File: src/rtl/tpc_pkg.sv
package tpc_pkg;
  localparam int NUM_IV = 4;

  typedef enum logic [1:0] {
    IV_P1  = 2'd0,
    IV_G12 = 2'd1,
    IV_P2  = 2'd2,
    IV_G21 = 2'd3
  } iv_e;
endpackage

File: src/rtl/tpc_lenbank.sv
module tpc_lenbank
  import tpc_pkg::*;
#(
  parameter int LEN_W = 6
) (
  input  logic                         clk,
  input  logic                         rst_n,
  input  logic                         load,
  input  logic [NUM_IV-1:0][LEN_W-1:0] len_raw,
  output logic [NUM_IV-1:0][LEN_W-1:0] len_now,
  output logic [NUM_IV-1:0][LEN_W-1:0] len_sh
);
  localparam logic [LEN_W-1:0] ONE = {{(LEN_W-1){1'b0}}, 1'b1};

  logic [NUM_IV-1:0][LEN_W-1:0] len_sh_nxt;

  for (genvar i = 0; i < NUM_IV; i++) begin : g_iv
    // a zero length is raised to one tick so no gap can collapse
    assign len_now[i]    = (len_raw[i] == '0) ? ONE : len_raw[i];
    assign len_sh_nxt[i] = load ? len_now[i] : len_sh[i];
  end

  always_ff @(posedge clk or negedge rst_n) begin
    if (!rst_n) len_sh <= {NUM_IV{ONE}};
    else        len_sh <= len_sh_nxt;
  end

  // shadow lengths move only on a cycle-start load
  p_shadow_hold_r8: assert property (@(posedge clk) disable iff (!rst_n)
    !load |=> $stable(len_sh));
endmodule

File: src/rtl/tpc_seq.sv
module tpc_seq
  import tpc_pkg::*;
#(
  parameter int LEN_W = 6
) (
  input  logic                         clk,
  input  logic                         rst_n,
  input  logic [NUM_IV-1:0][LEN_W-1:0] len_now,
  input  logic [NUM_IV-1:0][LEN_W-1:0] len_sh,
  output logic                         load,
  output logic [1:0]                   ph_nxt,
  output logic [1:0]                   ph_q,
  output logic [1:0]                   ph_qn,
  output logic                         cyc_start
);
  localparam logic [LEN_W-1:0] ONE = {{(LEN_W-1){1'b0}}, 1'b1};

  iv_e              st, st_nxt;
  logic [LEN_W-1:0] cnt, cnt_nxt;
  logic             adv;

  always_comb begin
    adv     = (cnt == '0);
    st_nxt  = st;
    cnt_nxt = cnt - ONE;
    if (adv) begin
      st_nxt = iv_e'(st + 2'd1);
      if (st_nxt == IV_P1) cnt_nxt = len_now[IV_P1] - ONE;
      else                 cnt_nxt = len_sh[st_nxt] - ONE;
    end
    load      = adv && (st == IV_G21);
    ph_nxt[0] = (st_nxt == IV_P1);
    ph_nxt[1] = (st_nxt == IV_P2);
  end

  // reset parks in the closing gap with an expired count: first edge opens phase one
  always_ff @(posedge clk or negedge rst_n) begin
    if (!rst_n) begin
      st  <= IV_G21;
      cnt <= '0;
    end else begin
      st  <= st_nxt;
      cnt <= cnt_nxt;
    end
  end

  always_ff @(posedge clk or negedge rst_n) begin
    if (!rst_n) begin
      ph_q      <= 2'b00;
      ph_qn     <= 2'b11;
      cyc_start <= 1'b0;
    end else begin
      ph_q      <= ph_nxt;
      ph_qn     <= ~ph_nxt;
      cyc_start <= load;
    end
  end

  p_no_overlap_r3: assert property (@(posedge clk) disable iff (!rst_n)
    !(ph_q[0] && ph_q[1]));
  p_gap_after_p1_r3: assert property (@(posedge clk) disable iff (!rst_n)
    $fell(ph_q[0]) |-> !ph_q[1]);
  p_gap_after_p2_r3: assert property (@(posedge clk) disable iff (!rst_n)
    $fell(ph_q[1]) |-> !ph_q[0]);
  p_complement_r4: assert property (@(posedge clk) disable iff (!rst_n)
    (ph_qn[0] == !ph_q[0]) && (ph_qn[1] == !ph_q[1]));
  p_start_on_rise_r10: assert property (@(posedge clk) disable iff (!rst_n)
    cyc_start |-> (ph_q[0] && !$past(ph_q[0])));
  p_rise_has_start_r10: assert property (@(posedge clk) disable iff (!rst_n)
    $rose(ph_q[0]) |-> cyc_start);
endmodule

File: src/rtl/tpc_qual.sv
module tpc_qual (
  input  logic clk,
  input  logic rst_n,
  input  logic smp_win,
  input  logic en,
  input  logic own_nxt,
  input  logic own_q,
  output logic q
);
  logic hold, hold_nxt;

  // enable captured only while the opposite phase is high
  assign hold_nxt = smp_win ? en : hold;

  always_ff @(posedge clk or negedge rst_n) begin
    if (!rst_n) begin
      hold <= 1'b0;
      q    <= 1'b0;
    end else begin
      hold <= hold_nxt;
      q    <= own_nxt & hold;
    end
  end

  p_hold_stable_r6: assert property (@(posedge clk) disable iff (!rst_n)
    (own_q && $past(own_q)) |-> $stable(hold));
  p_qual_in_phase_r5: assert property (@(posedge clk) disable iff (!rst_n)
    q |-> own_q);
  p_qual_steady_r5: assert property (@(posedge clk) disable iff (!rst_n)
    (own_q && $past(own_q)) |-> $stable(q));
endmodule

File: src/rtl/tpc_gen.sv
module tpc_gen
  import tpc_pkg::*;
#(
  parameter int LEN_W = 6
) (
  input  logic             clk,
  input  logic             rst_n,
  input  logic [LEN_W-1:0] len_p1,
  input  logic [LEN_W-1:0] len_g12,
  input  logic [LEN_W-1:0] len_p2,
  input  logic [LEN_W-1:0] len_g21,
  input  logic             en_q1,
  input  logic             en_q2,
  output logic             ph1,
  output logic             ph2,
  output logic             ph1_n,
  output logic             ph2_n,
  output logic             qph1,
  output logic             qph2,
  output logic             cyc_start
);
  logic [NUM_IV-1:0][LEN_W-1:0] len_raw, len_now, len_sh;
  logic                         load;
  logic [1:0]                   ph_nxt, ph_q, ph_qn, q, en;

  assign len_raw[IV_P1]  = len_p1;
  assign len_raw[IV_G12] = len_g12;
  assign len_raw[IV_P2]  = len_p2;
  assign len_raw[IV_G21] = len_g21;
  assign en              = {en_q2, en_q1};

  tpc_lenbank #(.LEN_W(LEN_W)) u_len (
    .clk     (clk),
    .rst_n   (rst_n),
    .load    (load),
    .len_raw (len_raw),
    .len_now (len_now),
    .len_sh  (len_sh)
  );

  tpc_seq #(.LEN_W(LEN_W)) u_seq (
    .clk       (clk),
    .rst_n     (rst_n),
    .len_now   (len_now),
    .len_sh    (len_sh),
    .load      (load),
    .ph_nxt    (ph_nxt),
    .ph_q      (ph_q),
    .ph_qn     (ph_qn),
    .cyc_start (cyc_start)
  );

  // each gate samples its enable while the other phase is high
  for (genvar p = 0; p < 2; p++) begin : g_qual
    tpc_qual u_q (
      .clk     (clk),
      .rst_n   (rst_n),
      .smp_win (ph_q[1-p]),
      .en      (en[p]),
      .own_nxt (ph_nxt[p]),
      .own_q   (ph_q[p]),
      .q       (q[p])
    );
  end

  assign ph1   = ph_q[0];
  assign ph2   = ph_q[1];
  assign ph1_n = ph_qn[0];
  assign ph2_n = ph_qn[1];
  assign qph1  = q[0];
  assign qph2  = q[1];
endmodule

File: config.mk
export PLATFORM = sky130hd
export DESIGN_NAME = tpc_gen
export DESIGN_NICKNAME = d
export VERILOG_FILES = /design/src/rtl/tpc_pkg.sv /design/src/rtl/tpc_lenbank.sv /design/src/rtl/tpc_seq.sv /design/src/rtl/tpc_qual.sv /design/src/rtl/tpc_gen.sv
export SDC_FILE = /design/constraint.sdc
export NUM_CORES = 1
export LEC_CHECK = 0
export CORE_ASPECT_RATIO = 0.8
export CORE_MARGIN = 3
export CORE_UTILIZATION = 66
export CTS_CLUSTER_SIZE = 14
export DETAILED_ROUTE_END_ITERATION = 12
export DONT_BUFFER_PORTS = 1
export PLACE_DENSITY = 0.82
export SLEW_MARGIN = 40
export SYNTH_ARGS = -nofsm -noshare
export SYNTH_HDL_FRONTEND = slang
export SYNTH_SLANG_ARGS = --single-unit
File: constraint.sdc
create_clock -name clk -period 5.55 [get_ports clk]
set_input_delay 0.2775 -clock clk [delete_from_list [all_inputs] [get_ports clk]]
set_output_delay 0.2775 -clock clk [all_outputs]
set_load 0.1 [all_outputs]
# == Word-level counts from Yosys, hierarchy flattened ==
# Cells that the tools add are included.
# totals
register_bits,41
latch_bits,0
mem_bits_rw,0
mem_bits_ro,0
inputBits,28
out_inout_bits,7
wordCells,40
n_memories,0
# op_classes
n_addsub,4
n_mul,0
n_div,0
n_lt_le_gt_ge,1
eq_ne,2
shifts,0
muxes,9
bitwise,3
reduce_logical,8
# ops
cell,count
$mux W6,7
$logic_not A6 Y1,5
$sub A6 B1 Y6 const B,3
$bmux W6 S2,1
$eq A2 B2 Y1 const B,2
$logic_not A2 Y1,2
$lt A2 B3 Y1 const B,1
$add A2 B1 Y2 const B,1
$and A1 B1 Y1,2
$mux W2,1
$not A2 Y2,1
$logic_and A1 B1 Y1,1

# == Longest topological paths before layout ==
# Gate-level depths: netlist of run 1.
# logic_depth
depth_word,6
depth_mapped,8
mapped_depth_nobuf,7

# == Hierarchy ==
# Synthesis of run 1 repeated with hierarchy kept, for this count alone.
# hier_totals
hier_cells,160
area_unflattened_um2,2073.2
# by_module_without_submodules
module,instances,cells_per_inst,area_each_um2
tpc_lenbank,1,87,1099.8
tpc_seq,1,65,830.8
tpc_qual,2,4,71.3

# == Least setup slack after synthesis of run 1 ==
# Ideal clock, no wire load.
# synth_path
path_type,register to register
from,register u_seq.st[0]
to,register u_seq.cnt[4]
setup_ns,0.128
arrival_time_ns,2.108
t_required_ns,5.422
slack_ns,3.314
path_stages_with_launch,8
path_cell_list,dfstp_2 -> buf_6 -> mux4_1 -> or2_2 -> a31oi_4 -> ha_1 -> nand3_1 -> xor2_1
# synth_via
elab_chain_len,6
elab_cells_between_ends,7
cone_classes,add/sub: 2; mux: 4; reduce/logical: 1
# synth_rtl
item,line,rtl
from (decl),tpc_seq.sv:18,"iv_e st, st_nxt;"
from (signal assigned),tpc_seq.sv:42,st <= st_nxt;
$add A2 B1 Y2 *,tpc_seq.sv:27,st_nxt = iv_e'(st + 2'd1);
$bmux W6 S2,tpc_seq.sv:29,else cnt_nxt = len_sh[st_nxt] - ONE;
$mux W6 (implied by the code),tpc_seq.sv:29,
$sub A6 B1 Y6,tpc_seq.sv:29,
$mux W6 *,tpc_seq.sv:28,if (st_nxt == IV_P1) cnt_nxt = len_now[IV_P1] - ONE;
$mux W6 *,tpc_seq.sv:26,if (adv) begin
net u_seq.cnt_nxt[4],tpc_seq.sv:19,"logic [LEN_W-1:0] cnt, cnt_nxt;"
to (signal assigned),tpc_seq.sv:43,cnt <= cnt_nxt;
to (decl),tpc_seq.sv:19,
# The timed path passes the listed nets; every way through them passes the cells marked *. The select of a mux whose other input is x is not followed.
# A chain may end at the register's enable or synchronous reset.

# == Worst setup path in the final report of run 1 ==
# layout_path
from,register u_seq.st[0]
to,register u_seq.cnt[5]
# The elaborated chain is that of the path after synthesis.

==> run metrics, run 1 <==
critical-path maximum fanout=12; Buf/Inv on CP=0; clk_lat worst skew=0.34 ns; n_diodes=0; final hold violations=0; Max Clock Freq=389.0 MHz; routability cong.=0.8279; Worst Skew=0.01035 ns; RSZ-0062 raised after global routing=no; delay-heaviest family, CP=flip-flops; Detail Route Antenna Nets=0; area delta synth->final=4.925%; Die W=66.08 µm; Worst setup EP type=flip-flop; Data arrival, critical path=2.81 ns; CTS Buf Count=5; post-synthesis compound-gate area fraction=6.172%; post-synthesis xor/xnor area fraction=2.298%; GR Overflow Total=0; Clock Sinks=41; Cell variety after synth=32; # Max-Cap Violations=0; final hold slack=0.07271 ns; CP Launch Type=flip-flop; Hold Crit Start=len_p1[2]; Setup TNS=0 ns; cell count after synthesis=138; Clock Root Buffer=clkbuf_4; largest net degree at the start of global routing=42; Via density=6.169; post-synthesis register bit count=41; Worst path slowest cell=dfstp_2; Hold Crit Depth=1; R2R depth=6; outcome=complete, no violations; maximum vdd drop=0.1935 mV; Rel. slew slack=41.41%; Pre-antenna DRT Iters=4; initial antenna violation count=0; core area=2603 µm²; DRC=0; final core occ=76.83%; reg2reg end=u_seq.cnt[5]; total track usage=21.83%; per-cell routed wire length=19.51 µm; Leak=0.8471 nW; CP Class=reg -> reg; post-synthesis simple-gate area fraction=7.157%; Setup violations, final=0; initial drt markers=56; Clk pin slew, worst setup/hold paths=0.11 ns; Final HPWL DP=2.551 mm; syn avg cell area=13.81 µm²; sequential element share of the synthesized area=54.37%; CP Cell Sequence=ha_1 -> mux4_2 -> or3_1 -> a311oi_2 -> nand4_1 -> xor2_1; adder-cell share of the synthesized area=1.970%; share of cells above drive strength 1=36.17%; ratio of final minimum period to clock period=46.32%; syn nets=169; I/O Pins=35; clock period minus worst slack=2.571 ns; die area=3572 µm²; CP peak stage delay=0.75 ns; largest family of logic cells by synthesized area=multiplexers; Hold Path End=u_len.len_sh[2]; Slew @ Worst Pin=0.8795 ns; total wire length=3.453 mm; mux contribution to synthesized area=24.56%; Worst EP required=5.79 ns; Starting Density=73.22%; clk buf depth=2; layout net count=172; Die Span Y=54.06 µm; IO Port Bufs=0; # fillers=162; multi-input gate area in the final layout=812.0 µm²; Power Dens Cells=242.8 nW/µm²; register area=1039 µm²; Synth warnings=0; Post-Syn Area=1906 µm²; Vias=1092; flop2flop setup slack=2.98 ns; launch point of the worst reg-to-reg path=u_seq.st[0]; Site Rows=16; CTS H-tree lvls=2; vias in the first global route=1158; Slew Viols, Final=0; first-pass GRT wire length=5.513 mm; Hold/Removal Path Class=in -> reg; CTS tree=built
Yosys cell counts:
master / number / area [µm²]
nor3_1: 4 / 20.02
mux2_4: 1 / 15.01
dfrtp_1: 33 / 825.8
mux4_1: 4 / 105.1
mux4_2: 2 / 45.04
nor2_1: 4 / 15.01
xnor2_1: 1 / 8.760
xor2_1: 4 / 35.03
o21ai_0: 4 / 20.02
ha_1: 3 / 37.54
or3_1: 1 / 6.260
buf_6: 3 / 33.78
mux2_2: 26 / 292.8
a21oi_1: 9 / 45.04
nand4_1: 1 / 6.260
or4_1: 1 / 7.510
a211o_1: 1 / 8.760
buf_2: 2 / 10.01
or2_2: 1 / 6.260
clkbuf_1: 1 / 3.750
and2_1: 2 / 12.51
o31ai_1: 1 / 7.510
a31oi_4: 1 / 21.27
nor3_2: 1 / 10.01
nand3_1: 1 / 5.000
nand2_1: 9 / 33.78
nand3b_1: 1 / 7.510
nand2b_1: 1 / 6.260
a311oi_2: 1 / 15.01
dfstp_2: 8 / 210.2
mux2i_1: 1 / 10.01
inv_1: 5 / 18.77
worst register-to-register path: cells and delay by family, from the launching register on:
family                   cells  cell delay (ns)
multiplexers                 1             0.36
adder cells (fa/ha/maj)      1             0.39
AND/OR/NAND/NOR              2             0.52
AO/OA/AOI/OAI                1             0.29
XOR/XNOR                     1             0.16
flip-flops                   1             0.75
final cells by class:
class | instances | share of cell area [%]
repair buffers | 2 | 1.502
well taps | 36 | 2.253
multi-input cells | 86 | 40.61
flip-flops and latches | 41 | 51.94
inverters | 5 | 0.9387
clock buffers | 7 | 2.753
metrics by stage:
| step | total power [mW] | area (µm²) | setup WS [ns] | instances |
|---|---|---|---|---|
| after global routing | 0.5019 | 1999 | 2.869 | 177 |
| final | 0.4855 | 1999 | 2.979 | 177 |
| after floorplan | 0.3282 | 1906 | 3.314 | 138 |
| after global placement | 0.3313 | 1903 | 2.597 | 168 |
| after CTS | 0.4864 | 1992 | 2.758 | 177 |
| after detailed placement | 0.3323 | 1907 | 2.789 | 168 |
routing by layer:
metal	global-route usage (%)	share of wire (%)
met2	38.60	50
met4	6.419	1.1
met1	26.04	43
met5	0	0
met3	6.889	5.7
registers in the layout, summed over array words and instances (netlist names):
signal and count:
g_qual.u_q.hold 2, u_seq.ph_qn 2, u_len.len_sh 24, u_seq.ph_q 2, u_seq.cyc_start 1, u_seq.st 2
u_seq.cnt 6, g_qual.u_q.q 2
how the worst max path moves through the flow:
stage	cells past startpoint	end	start
detailed placement	4	u_len.len_sh[22]	u_seq.cnt[1]
floorplan	7	u_seq.cnt[4]	u_seq.st[0]
global placement	4	u_len.len_sh[22]	u_seq.cnt[1]
finish	6	u_seq.cnt[5]	u_seq.st[0]
CTS	4	u_len.len_sh[5]	u_seq.cnt[1]
global route	7	u_seq.cnt[4]	u_seq.st[0]
where the power goes:
part,total (mW),switching [mW],internal [mW],leakage (nW)
Sequential,0.311,0.00396,0.307,0.474
Clock,0.151,0.0909,0.0599,0.0314
Combinational,0.0240,0.0112,0.0128,0.341
placed cells by master (no fill, tap or decap), drive strengths merged, types with 2 or more instances in the layout:
master,synthesis,final
clkbuf,1,7
nand2,9,9
inv,5,5
mux4,6,6
dfstp,8,8
nor2,4,4
a21oi,9,9
ha,3,3
and2,2,2
mux2,27,27
xor2,4,4
nor3,5,5
dfrtp,33,33
o21ai,4,4
cells by family after synthesis:
logic type	Yosys count
and+or+nand+nor	27
buffers and inverters	11
AOI/OAI and AO/OA	17
DFF	41
muxes	34
xor gates and xnor gates	5
adders and majority gates	3
what timing repair did:
item / CTS / global route
gates resized for setup: 0 / 0
endpoints found under the setup margin: 0 / 0
endpoints found under the hold margin: 41 / 0
hold buffers: 2 / 0
buffers inserted: 0 / 0
(Power assumes the default switching activity.)
==> run 2: changes to the inputs <==
--- a/config.mk
+++ b/config.mk
@@ -7,11 +7,11 @@
 export LEC_CHECK = 0
 export CORE_ASPECT_RATIO = 0.8
 export CORE_MARGIN = 3
-export CORE_UTILIZATION = 66
+export CORE_UTILIZATION = 62
 export CTS_CLUSTER_SIZE = 14
 export DETAILED_ROUTE_END_ITERATION = 12
 export DONT_BUFFER_PORTS = 1
-export PLACE_DENSITY = 0.82
+export PLACE_DENSITY = 0.78
 export SLEW_MARGIN = 40
 export SYNTH_ARGS = -nofsm -noshare
 export SYNTH_HDL_FRONTEND = slang
==> constraint.sdc (replaced) <==
create_clock -name clk -period 2.55 [get_ports clk]
set_input_delay 0.1275 -clock clk [delete_from_list [all_inputs] [get_ports clk]]
set_output_delay 0.1275 -clock clk [all_outputs]
set_load 0.1 [all_outputs]
==> run 2 against run 1 <==
Net effect:
- final area rose by 16%
- critical path depth did not move
- sequential share of layout area fell by 7.3 points
- die area rose by 5.8%
- power rose to 2.7 times the previous value
- sequential cell count did not move
- clock skew fell by 0.0035 ns
- critical path type unchanged
- routed wire length rose by 12%
- cell count rose by 18%
- setup slack got worse by 2.9 ns
- count of clock-buffer cells in the layout did not move
==> run metrics, run 2 (synthesis results as in run 1) <==
clock period minus worst slack=2.423 ns (-0.1475 ns); commonest non-fill, non-tap cell in the layout=dfrtp_1; launch point of the worst reg-to-reg path=u_seq.st[0]; Detail Route Antenna Nets=0 (unchanged); clk_lat worst skew=0.29 ns (-0.05 ns); total wire length=3.858 mm (+12%); initial antenna violation count=0 (unchanged); # Max-Cap Violations=0 (unchanged); Hold Path End=u_len.len_sh[18]; Rel. slew slack=42.28% (+0.87 points); Hold Crit Start=len_g21[4]; # fillers=166 (+2.5%); Clock Sinks=41 (unchanged); Die Span Y=55.59 µm (+2.8%); initial drt markers=65 (+16%); Worst EP required=2.72 ns (-3.07 ns); Hold/Removal Path Class=in -> reg; n_diodes=0 (unchanged); final std cells w/o fill=208 (+18%); Worst Skew=0.006802 ns (-0.003550 ns); Power Dens Cells=554.9 nW/µm² (+130%); IO Port Bufs=0 (unchanged); Worst setup EP type=flip-flop; Clock Root Buffer=clkbuf_8; share of cells above drive strength 1=32.35% (-3.8 points); first-pass GRT wire length=6.465 mm (+17%); flop2flop setup slack=0.13 ns (-2.85 ns); Data arrival, critical path=2.60 ns (-0.21 ns); largest net degree at the start of global routing=42 (unchanged); Hold Crit Depth=3 (+2); CTS tree=built; RSZ-0062 raised after global routing=no; CTS H-tree lvls=2 (unchanged); clk buf depth=2 (unchanged); Largest regs=u_len.len_sh: 24 flops, u_seq.cnt: 6 flops; final hold violations=0 (unchanged); GR Overflow Total=0 (unchanged); commonest cells after routing, fill and taps aside=33 x dfrtp_1, 26 x mux2_2, 24 x dlygate4sd3_1, 9 x a21oi_1, 9 x nand2_1; Setup TNS=0 ns (unchanged); CP Class=reg -> reg; Max Clock Freq=412.6 MHz (+6.1%); per-cell routed wire length=18.55 µm (-4.9%); Via density=5.774 (-6.4%); ratio of final minimum period to clock period=95.04% (+49 points); Vias=1201 (+10%); Die W=67.98 µm (+2.9%); Pre-antenna DRT Iters=5 (+1); CTS Buf Count=5 (unchanged); Leak=0.9927 nW (+17%); Slew Viols, Final=0 (unchanged); reg2reg end=u_seq.cnt[5]; placed cells=175 (+4.2%); maximum vdd drop=0.4887 mV (+150%); Setup violations, final=0 (unchanged); core area=2850 µm² (+9.5%); total track usage=23.72% (+1.9 points); DRC=0 (unchanged); routability cong.=0.7249 (-12%); layout net count=200 (+16%); area delta synth->final=21.86%; CP Launch Type=flip-flop; Slew @ Worst Pin=0.8665 ns (-0.01299 ns); vias in the first global route=1318 (+14%); die area=3779 µm² (+5.8%); Clk pin slew, worst setup/hold paths=0.08 ns (-0.03 ns); Final HPWL DP=2.547 mm (-0.17%); Starting Density=66.86% (-6.4 points); outcome=complete, no violations; critical-path maximum fanout=9 (-3); R2R depth=6 (unchanged); Site Rows=17 (+1); Most flops, register=u_len.len_sh; final core occ=81.48% (+4.6 points); max reg flops=24 (unchanged); I/O Pins=35 (unchanged)
## run 2: per-stage QoR
| step | instance area [µm²] | power, mW | setup slack (ns) | hold WS (ns) |
|---|---|---|---|---|
| floorplan | 1906 | 0.7143 | 0.3139 | -0.1681 |
| global placement | 1943 | 0.7219 | 0.2160 | -0.1672 |
| detailed placement | 1943 | 0.7242 | 0.1452 | -0.1672 |
| CTS | 2320 | 1.294 | 0.1233 | 0.02643 |
| global route | 2322 | 1.340 | 0.01851 | 0.03065 |
| finish | 2322 | 1.289 | 0.1266 | 0.02739 |
## run 2: worst max-delay path by stage
stage | from | to | slack (ns)
after CTS | u_seq.st[0] | u_seq.cnt[4] | 0.12
after global routing | u_seq.st[0] | u_seq.cnt[5] | 0.02
final | u_seq.st[0] | u_seq.cnt[5] | 0.13
after floorplan | u_seq.st[0] | u_seq.cnt[4] | 0.31
after global placement | u_seq.st[0] | u_seq.cnt[5] | 0.22
after detailed placement | u_seq.st[0] | u_seq.cnt[4] | 0.15
## run 2: report_power, final
| group | switching [mW] | internal, mW | total (mW) |
|---|---|---|---|
| Sequential | 0.0103 | 0.668 | 0.678 |
| Combinational | 0.0300 | 0.0512 | 0.0812 |
| Clock | 0.210 | 0.319 | 0.529 |
| Total | 0.251 | 1.04 | 1.29 |
## run 2: timing repair
action                                 CTS  global route
hold buffers                            25             0
setup buffers                            0             0
setup endpoints to repair                0             2
resized for setup                        0             1
endpoints found under the hold margin   64             0
## run 2: cell type report
class,instances,area (µm²),area share [%]
Timing Repair Buffer,30,297.8,12.82
Clock inverter,1,30.03,1.293
Clock buffer,7,86.33,3.718
Inverter,5,18.77,0.8082
Tap cell,38,47.55,2.047
Multi-Input combinational cell,86,805.8,34.70
Sequential cell,41,1036,44.61
## run 2: metal layers
metal	GRT usage, %	vias to the layer above	part of all wire, %	wire length (µm)
li1	-	557	-	-
met3	6.061	7	5.0	194
met5	0	-	0	0
met2	38.19	37	49	1887
met1	31.59	600	45	1724
met4	6.799	0	1.3	51
## run 2: worst max-delay path: stages, from the launching register on
cell and delay [ns]:
dfstp_2 0.66, buf_4 0.19, mux4_2 0.50, or3_1 0.37, a311oi_2 0.27, nand4_1 0.15, xor2_1 0.16
